[src/rtl/rvc_expander.sv]
module rvc_expander (
  input  logic        clk,
  input  logic        rst,
  input  logic        in_valid,
  input  logic [15:0] in_half,
  output logic        out_valid,
  output logic [31:0] out_word,
  output logic        out_illegal
);

  localparam logic [6:0] OP_IMM   = 7'h13;
  localparam logic [6:0] OP_REG   = 7'h33;
  localparam logic [6:0] OP_LOAD  = 7'h03;
  localparam logic [6:0] OP_STORE = 7'h23;
  localparam logic [6:0] OP_BR    = 7'h63;
  localparam logic [6:0] OP_JAL   = 7'h6f;
  localparam logic [6:0] OP_JALR  = 7'h67;
  localparam logic [6:0] OP_LUI   = 7'h37;
  localparam logic [31:0] WORD_EBREAK = 32'h0010_0073;

  function automatic logic [31:0] enc_i(logic [11:0] imm, logic [4:0] rs1,
                                        logic [2:0] f3, logic [4:0] rd, logic [6:0] op);
    return {imm, rs1, f3, rd, op};
  endfunction

  function automatic logic [31:0] enc_r(logic [6:0] f7, logic [4:0] rs2, logic [4:0] rs1,
                                        logic [2:0] f3, logic [4:0] rd, logic [6:0] op);
    return {f7, rs2, rs1, f3, rd, op};
  endfunction

  function automatic logic [31:0] enc_s(logic [11:0] off, logic [4:0] rs2, logic [4:0] rs1);
    return {off[11:5], rs2, rs1, 3'b010, off[4:0], OP_STORE};
  endfunction

  // j holds offset bits [20:1]
  function automatic logic [31:0] enc_j(logic [19:0] j, logic [4:0] rd);
    return {j[19], j[9:0], j[10], j[18:11], rd, OP_JAL};
  endfunction

  // b holds offset bits [12:1]
  function automatic logic [31:0] enc_b(logic [11:0] b, logic [4:0] rs1, logic [2:0] f3);
    return {b[11], b[9:4], 5'd0, rs1, f3, b[3:0], b[10], OP_BR};
  endfunction

  logic [15:0] c;
  assign c = in_half;

  logic [4:0] rd_full, rs2_full, lo_short, hi_short;
  assign rd_full  = c[11:7];
  assign rs2_full = c[6:2];
  assign lo_short = {2'b01, c[4:2]};
  assign hi_short = {2'b01, c[9:7]};

  logic [11:0] imm_spn, imm_word, imm_ci, imm_sp16, imm_lwsp, imm_swsp;
  logic [19:0] imm_lui, imm_jmp;
  logic [11:0] imm_br;
  logic [4:0]  shamt;

  assign imm_spn  = {2'b00, c[10:7], c[12:11], c[5], c[6], 2'b00};
  assign imm_word = {5'd0, c[5], c[12:10], c[6], 2'b00};
  assign imm_ci   = {{6{c[12]}}, c[12], c[6:2]};
  assign imm_sp16 = {{3{c[12]}}, c[4:3], c[5], c[2], c[6], 4'd0};
  assign imm_lui  = {{14{c[12]}}, c[12], c[6:2]};
  assign imm_jmp  = {{10{c[12]}}, c[8], c[10:9], c[6], c[7], c[2], c[11], c[5:3]};
  assign imm_br   = {{5{c[12]}}, c[6:5], c[2], c[11:10], c[4:3]};
  assign imm_lwsp = {4'd0, c[3:2], c[12], c[6:4], 2'b00};
  assign imm_swsp = {4'd0, c[8:7], c[12:9], 2'b00};
  assign shamt    = c[6:2];

  logic [31:0] nx;
  logic        bad;

  always_comb begin
    nx  = '0;
    bad = 1'b0;
    case (c[1:0])
      2'b00: begin
        case (c[15:13])
          3'b000: begin
            nx  = enc_i(imm_spn, 5'd2, 3'b000, lo_short, OP_IMM);
            bad = (imm_spn == 12'd0);
          end
          3'b010: nx = enc_i(imm_word, hi_short, 3'b010, lo_short, OP_LOAD);
          3'b110: nx = enc_s(imm_word, lo_short, hi_short);
          default: bad = 1'b1;
        endcase
      end
      2'b01: begin
        case (c[15:13])
          3'b000: nx = enc_i(imm_ci, rd_full, 3'b000, rd_full, OP_IMM);
          3'b001: nx = enc_j(imm_jmp, 5'd1);
          3'b010: nx = enc_i(imm_ci, 5'd0, 3'b000, rd_full, OP_IMM);
          3'b011: begin
            if (rd_full == 5'd2) begin
              nx  = enc_i(imm_sp16, 5'd2, 3'b000, 5'd2, OP_IMM);
              bad = (imm_sp16 == 12'd0);
            end else begin
              nx  = {imm_lui, rd_full, OP_LUI};
              bad = (rd_full == 5'd0) || ({c[12], c[6:2]} == 6'd0);
            end
          end
          3'b100: begin
            case (c[11:10])
              2'b00, 2'b01: begin
                nx  = enc_r({1'b0, c[10], 5'd0}, shamt, hi_short, 3'b101, hi_short, OP_IMM);
                bad = c[12] || (shamt == 5'd0);
              end
              2'b10: nx = enc_i(imm_ci, hi_short, 3'b111, hi_short, OP_IMM);
              default: begin
                bad = c[12];
                case (c[6:5])
                  2'b00:   nx = enc_r(7'h20, lo_short, hi_short, 3'b000, hi_short, OP_REG);
                  2'b01:   nx = enc_r(7'h00, lo_short, hi_short, 3'b100, hi_short, OP_REG);
                  2'b10:   nx = enc_r(7'h00, lo_short, hi_short, 3'b110, hi_short, OP_REG);
                  default: nx = enc_r(7'h00, lo_short, hi_short, 3'b111, hi_short, OP_REG);
                endcase
              end
            endcase
          end
          3'b101: nx = enc_j(imm_jmp, 5'd0);
          3'b110: nx = enc_b(imm_br, hi_short, 3'b000);
          default: nx = enc_b(imm_br, hi_short, 3'b001);
        endcase
      end
      2'b10: begin
        case (c[15:13])
          3'b000: begin
            nx  = enc_r(7'h00, shamt, rd_full, 3'b001, rd_full, OP_IMM);
            bad = c[12] || (shamt == 5'd0);
          end
          3'b010: begin
            nx  = enc_i(imm_lwsp, 5'd2, 3'b010, rd_full, OP_LOAD);
            bad = (rd_full == 5'd0);
          end
          3'b100: begin
            if (rs2_full != 5'd0)
              nx = enc_r(7'h00, rs2_full, c[12] ? rd_full : 5'd0, 3'b000, rd_full, OP_REG);
            else if (!c[12]) begin
              nx  = enc_i(12'd0, rd_full, 3'b000, 5'd0, OP_JALR);
              bad = (rd_full == 5'd0);
            end else if (rd_full == 5'd0)
              nx = WORD_EBREAK;
            else
              nx = enc_i(12'd0, rd_full, 3'b000, 5'd1, OP_JALR);
          end
          3'b110: nx = enc_s(imm_swsp, rs2_full, 5'd2);
          default: bad = 1'b1;
        endcase
      end
      default: bad = 1'b1;
    endcase
    if (c == 16'd0) bad = 1'b1;
  end

  always_ff @(posedge clk) begin
    if (rst) begin
      out_valid   <= 1'b0;
      out_word    <= '0;
      out_illegal <= 1'b0;
    end else begin
      out_valid <= in_valid;
      if (in_valid) begin
        out_word    <= bad ? 32'd0 : nx;
        out_illegal <= bad;
      end
    end
  end

  assert_not_compressed_R1: assert property (@(posedge clk) disable iff (rst)
    in_valid && (in_half[1:0] == 2'b11 || in_half == 16'd0) |=> out_illegal);

  assert_zero_on_illegal_R2: assert property (@(posedge clk) disable iff (rst)
    out_illegal |-> out_word == 32'd0);

  assert_valid_latency_R3: assert property (@(posedge clk) disable iff (rst)
    1'b1 |=> out_valid == $past(in_valid));

  assert_hold_when_idle_R3: assert property (@(posedge clk) disable iff (rst)
    !in_valid |=> $stable(out_word) && $stable(out_illegal));

  assert_short_reg_map_R4: assert property (@(posedge clk) disable iff (rst)
    in_valid && in_half[1:0] == 2'b00 && in_half[15:13] == 3'b010
    |=> !out_illegal && out_word[11:7] == {2'b01, $past(in_half[4:2])});

  assert_reg_op_rv64_R10: assert property (@(posedge clk) disable iff (rst)
    in_valid && in_half[1:0] == 2'b01 && in_half[15:10] == 6'b100111 |=> out_illegal);

endmodule

[config.mk]
export PLATFORM = sky130hd
export DESIGN_NAME = rvc_expander
export DESIGN_NICKNAME = d
export VERILOG_FILES = /design/src/rtl/rvc_expander.sv
export SDC_FILE = /design/constraint.sdc
export NUM_CORES = 1
export LEC_CHECK = 0
export ABC_AREA = 1
export BUFFER_PORTS_ARGS = -buffer_cell sky130_fd_sc_hd__buf_2
export CORE_ASPECT_RATIO = 0.8
export CORE_MARGIN = 2
export CORE_UTILIZATION = 57
export CTS_CLUSTER_DIAMETER = 100
export DETAILED_ROUTE_END_ITERATION = 16
export PLACE_DENSITY_LB_ADDON = 0.2
export REMOVE_ABC_BUFFERS = 1
export SYNTH_ARGS = -nofsm -noshare
export SYNTH_HDL_FRONTEND = slang
export SYNTH_SLANG_ARGS = --single-unit
[constraint.sdc]
create_clock -name clk -period 2 [get_ports clk]
set_clock_uncertainty 0.15 [all_clocks]
set_input_delay 0.4 -clock clk [delete_from_list [all_inputs] [get_ports clk]]
set_output_delay 0.4 -clock clk [all_outputs]
set_load 0.02 [all_outputs]
# == After elaboration in Yosys (flattened, before gate mapping) ==
# Cells that the tools add are included.
# word_totals
register_bits,34
latch_bits,0
ramBits,0
rom_bits,0
in_bits,19
out_inout_bits,34
wordCells,52
n_memories,0
# op_classes
add_sub_neg,0
mul,0
div,0
order_cmp,0
n_eq_ne,13
shifts,0
n_mux,21
bitwise_logic,0
n_reduce_logical,15
# ops
op,n
$pmux 32 s7,1
$pmux 28 s4,1
$pmux 32 s3,1
$pmux 31 s3,1
$pmux 30 s3,1
$pmux 32 s2,1
$mux 21,2
$mux 32,1
$mux 29,1
$mux 25,1
$logic_not 12->1,2
$logic_not 16->1,1
$logic_not 5->1,2
$eq 3x3->1 const B,3
$eq 2x1->1 const B,3
$eq 2x2->1 const B,3
$eq 3x2->1 const B,2
$logic_not 2->1,3
$logic_not 6->1,1
$pmux 1 s2,3
$eq 5x2->1 const B,1
$mux 5,1
$reduce_bool 5->1,1
$mux 1,4
6 further kinds,8

# == Longest topological paths before layout ==
# depth
depth_word,7
ltp_mapped,13
depth_no_buf,12

# == Least setup slack after synthesis ==
# Ideal clock, no wire load.
# synth_path
kind,input-to-reg
start,input port in_half[10]
end,register out_word[22]
setup_time_ns,0.132
arrival_ns,1.534
required_time_ns,1.718
path_slack_ns,0.184
stages,11
n_path_buf,3
path_cell_list,buf_2 nor2_4 nand3_1 nand2_1 nand2_1 nand2_1 nand2_1 buf_4 buf_6 nand4_1 a21oi_1
# synth_via
elab_chain_cells,7
elab_cells_between_ends,23
cone_classes,eq/ne (3); mux (14); reduce/logical (6)
# synth_lines
element,line_no,text
"start, declared",5,"input logic [15:0] in_half,"
"$eq 2x1->1, or another cell as far along",103,case (c[11:10])
"$reduce_or 2->1, or another cell as far along",103,
"$pmux 1 s2, or another cell as far along",103,
$pmux 1 s2 or $pmux 1 s4 (tied branches),"89, 126",
$pmux 1 s3,76,case (c[1:0])
$mux 1,152,if (c == 16'd0) bad = 1'b1;
$mux 32 (*),163,out_word <= bad ? 32'd0 : nx;
"end signal, assigned",163,
"end, declared",7,"output logic [31:0] out_word,"
# Every way passes the cells marked *; elsewhere a longest branch is shown, timed or not.
# A chain may end at the register's enable or synchronous reset.

# == Worst setup path after layout ==
# layout_path
start,input port in_half[13]
end,register out_word[7]
# layout_via
elab_chain_cells,6
elab_cells_between_ends,19
cone_classes,eq/ne (6); mux (10); reduce/logical (3)
# layout_lines
element,line_no,text
$eq 3x3->1 or $eq 3x2->1 (tied branches),"78, 89, 126",
$reduce_or 2->1 (no source line),n/a,
$pmux 1 s2,78,case (c[15:13])
$pmux 1 s3,76,
$mux 1,152,
$mux 32 (*),163,
# Marks and branches as above.

==> results.cfg <==
[floorplanning]
num_rows = 23
initial_core_util = 0.594
number_of_top_level_pins = 53
die_h_um = 68.6
core_region_area_sq_um = 5010
design.die.area_sq_um = 5820
chipWidth_um = 84.8

[clocking]
hold_fix_buffer_count_after_cts = 0
clkSinkCount = 33
tritoncts_clock_tree = yes
number_of_h_tree_branching_levels = 2
clk-insertion-delay-late_ns = 0.28
cts.path.max_buffers = 2
cts.clk_slew.worst_paths_ns = 0.07
tritoncts.num_buffers = 5
root_buffer = sky130_fd_sc_hd__clkbuf_8

[route]
drt.antenna.violating_nets = 0
vias = 4300
viasPerCell = 6.13
route.detailed.wl_per_inst_um = 17.6
drt_pass1_iterations = 7
drcViolationCount = 0
detailedRoute.firstIterationViolations = 666
routed_wirelength_um = 12400

[global_route]
grt.overflow.total = 0
gr-usage-all-layers = 0.430
first_global_vias = 3963
antenna_found_initial = 0
first_pass_grt_wire_length_um = 19400
grt_start_max_net_pins = 31

[worst_setup_path]
timing.critical_path.required_ns = 2.01
start_kind = input pin
timing_worst_setup_path_type = input pin to flip-flop
critPathMaxFanout = 8
cp-startpoint = in_half[13]
reg2reg_from = out_word[12]$_SDFFE_PP0P_
critical_path_capture_point_type = flip-flop
critical_path_arrival_ns = 1.94

[logic_synthesis]
synthesis.area_per_instance_sq_um = 5.62
postSynthRegisterBits = 33
yosysWarningCount = 0
synth.lib_cells_used.distinct = 33
synth_seq_area_share = 0.222
synth_top_flop_cell = sky130_fd_sc_hd__dfxtp_1
synthesis.instances = 530
synth_enable_flop_cells = 0
share_of_flip_flops_with_an_asynchronous_set_or_reset_after_synthesis = 0
synth_area_sq_um = 2980

[timing]
grt_setup_unrepaired = false
tightestPinTransition_ns = 0.418
setup-tns-final_ns = 0
final_period_minus_worst_setup_slack_ns = 1.93
timing.final.crit_share = 0.964
fmaxAchievable_mhz = 519
hold_viol = 0
slew_violations = 0
worst_slew_margin_rel = 0.722
setup_viol = 0
hold_slack_ns = 0.311

[worst_hold_path]
tightest_hold_check_type = flip-flop to flip-flop
hp-start = out_word[31]$_SDFFE_PP0P_

[placement]
place_congestion = 1.18
place_area_sq_um = 3710
portBuffers = 52
half_perimeter_wire_length_of_the_detailed_placement_result_um = 9510

[power_and_ir_drop]
cellPowerDensity_nw_per_um2 = 487
ir_drop_mv = 0.592
power.static_leakage_nw = 2.04

[layout]
n_antenna_cell = 0
final_nets = 657
finish.instance_area_sq_um = 3840
layout.cells.most_common = sky130_fd_sc_hd__nand2_1
layout_cells_sized_above_1 = 0.250
n_fill_cell = 415
most-common-layout-cells = sky130_fd_sc_hd__nand2_1 (170), sky130_fd_sc_hd__buf_4 (79), sky130_fd_sc_hd__nor2_1 (69), sky130_fd_sc_hd__buf_2 (52), sky130_fd_sc_hd__a21oi_1 (45)
area_delta_synth_final_pct = 29.0

[status]
run_status = complete, no violations

[flow_run]
drv_cap = 0
## final cells by class
cell class | instances | area [sq um] | share of cell area
inverter | 50 | 188 | 0.0489
clock buffer | 7 | 96.3 | 0.0251
timing repair buffer | 131 | 853 | 0.222
sequential | 33 | 661 | 0.172
multi-input combinational | 417 | 1960 | 0.510
clock inverter | 1 | 5.00 | 0.00130
tap | 62 | 77.6 | 0.0202
## where the power goes
group | total, W | switching [W] | leakage [nW] | internal [W]
Sequential | 0.000687 | 0.0000105 | 0.268 | 0.000677
Clock | 0.000565 | 0.000254 | 0.0542 | 0.000311
Combinational | 0.000618 | 0.000398 | 1.72 | 0.000220
## sequential cells by signal, summed over array words and instances (netlist names)
name         cells
out_word        31
out_valid        1
out_illegal      1
## path summary, 6_finish.rpt
check | slack (ns) | cells past startpoint | to
min reg2reg | 0.31 | 2 | out_word[31]$_SDFFE_PP0P_
max | 0.07 | 12 | out_word[7]$_SDFFE_PP0P_
min | 0.31 | 2 | out_word[31]$_SDFFE_PP0P_
max reg2reg | 1.14 | 2 | out_word[12]$_SDFFE_PP0P_
## metrics by stage
step / utilization / cells / power [W] / setup WS (ns)
finish: 0.767 / 701 / 0.00187 / 0.0722
global route: 0.767 / 701 / 0.00194 / 0.0128
CTS: 0.762 / 699 / 0.00183 / 0.0685
detailed placement: 0.741 / 691 / 0.00128 / -0.170
global placement: 0.741 / 691 / 0.00127 / -0.0677
floorplan: - / 500 / 0.000981 / 0.0775
## worst max-delay path, stage by stage
cell and delay [ns]:
sky130_fd_sc_hd__buf_2 0.17, sky130_fd_sc_hd__nand2_1 0.09, sky130_fd_sc_hd__inv_1 0.10, sky130_fd_sc_hd__nand2_1 0.17, sky130_fd_sc_hd__nand2_1 0.14, sky130_fd_sc_hd__o21ai_1 0.14
sky130_fd_sc_hd__o21ai_0 0.11, sky130_fd_sc_hd__nand2_1 0.12, sky130_fd_sc_hd__nor2_1 0.28, sky130_fd_sc_hd__nor2_1 0.09, sky130_fd_sc_hd__nor2_1 0.09, sky130_fd_sc_hd__nor2_1 0.04
## Yosys cell counts, drive strengths merged (4+ instances only)
master / number / area (sq um)
o21ai: 28 / 140
a21oi: 45 / 225
clkbuf: 9 / 35.0
inv: 50 / 188
o211ai: 5 / 37.5
nand3: 47 / 258
nor2: 77 / 343
dfxtp: 33 / 661
buf: 21 / 145
nand2: 173 / 662
o22ai: 4 / 25.0
nand4: 26 / 163
## repair_timing
action,in CTS,in global routing
setup buffers,0,2
endpoints found under the hold margin,0,0
endpoints found under the setup margin,0,4
gates resized for setup,0,2
## metal layers
| layer | vias up | global-route usage | part of all wire |
|---|---|---|---|
| met4 | 0 | 0.192 | 0.051 |
| met2 | 351 | 0.668 | 0.41 |
| met1 | 1921 | 0.531 | 0.38 |
| li1 | 1949 | - | - |
| met3 | 79 | 0.173 | 0.16 |
| met5 | - | 0 | 0 |
## logic make-up (layout without fill, tap and decap cells)
logic type	after synthesis	count (layout)	share of synthesized area
simple gates	327	327	0.490
compound gates	90	90	0.164
buf+inv	80	189	0.124
flops	33	33	0.222
(Power assumes the default switching activity.)
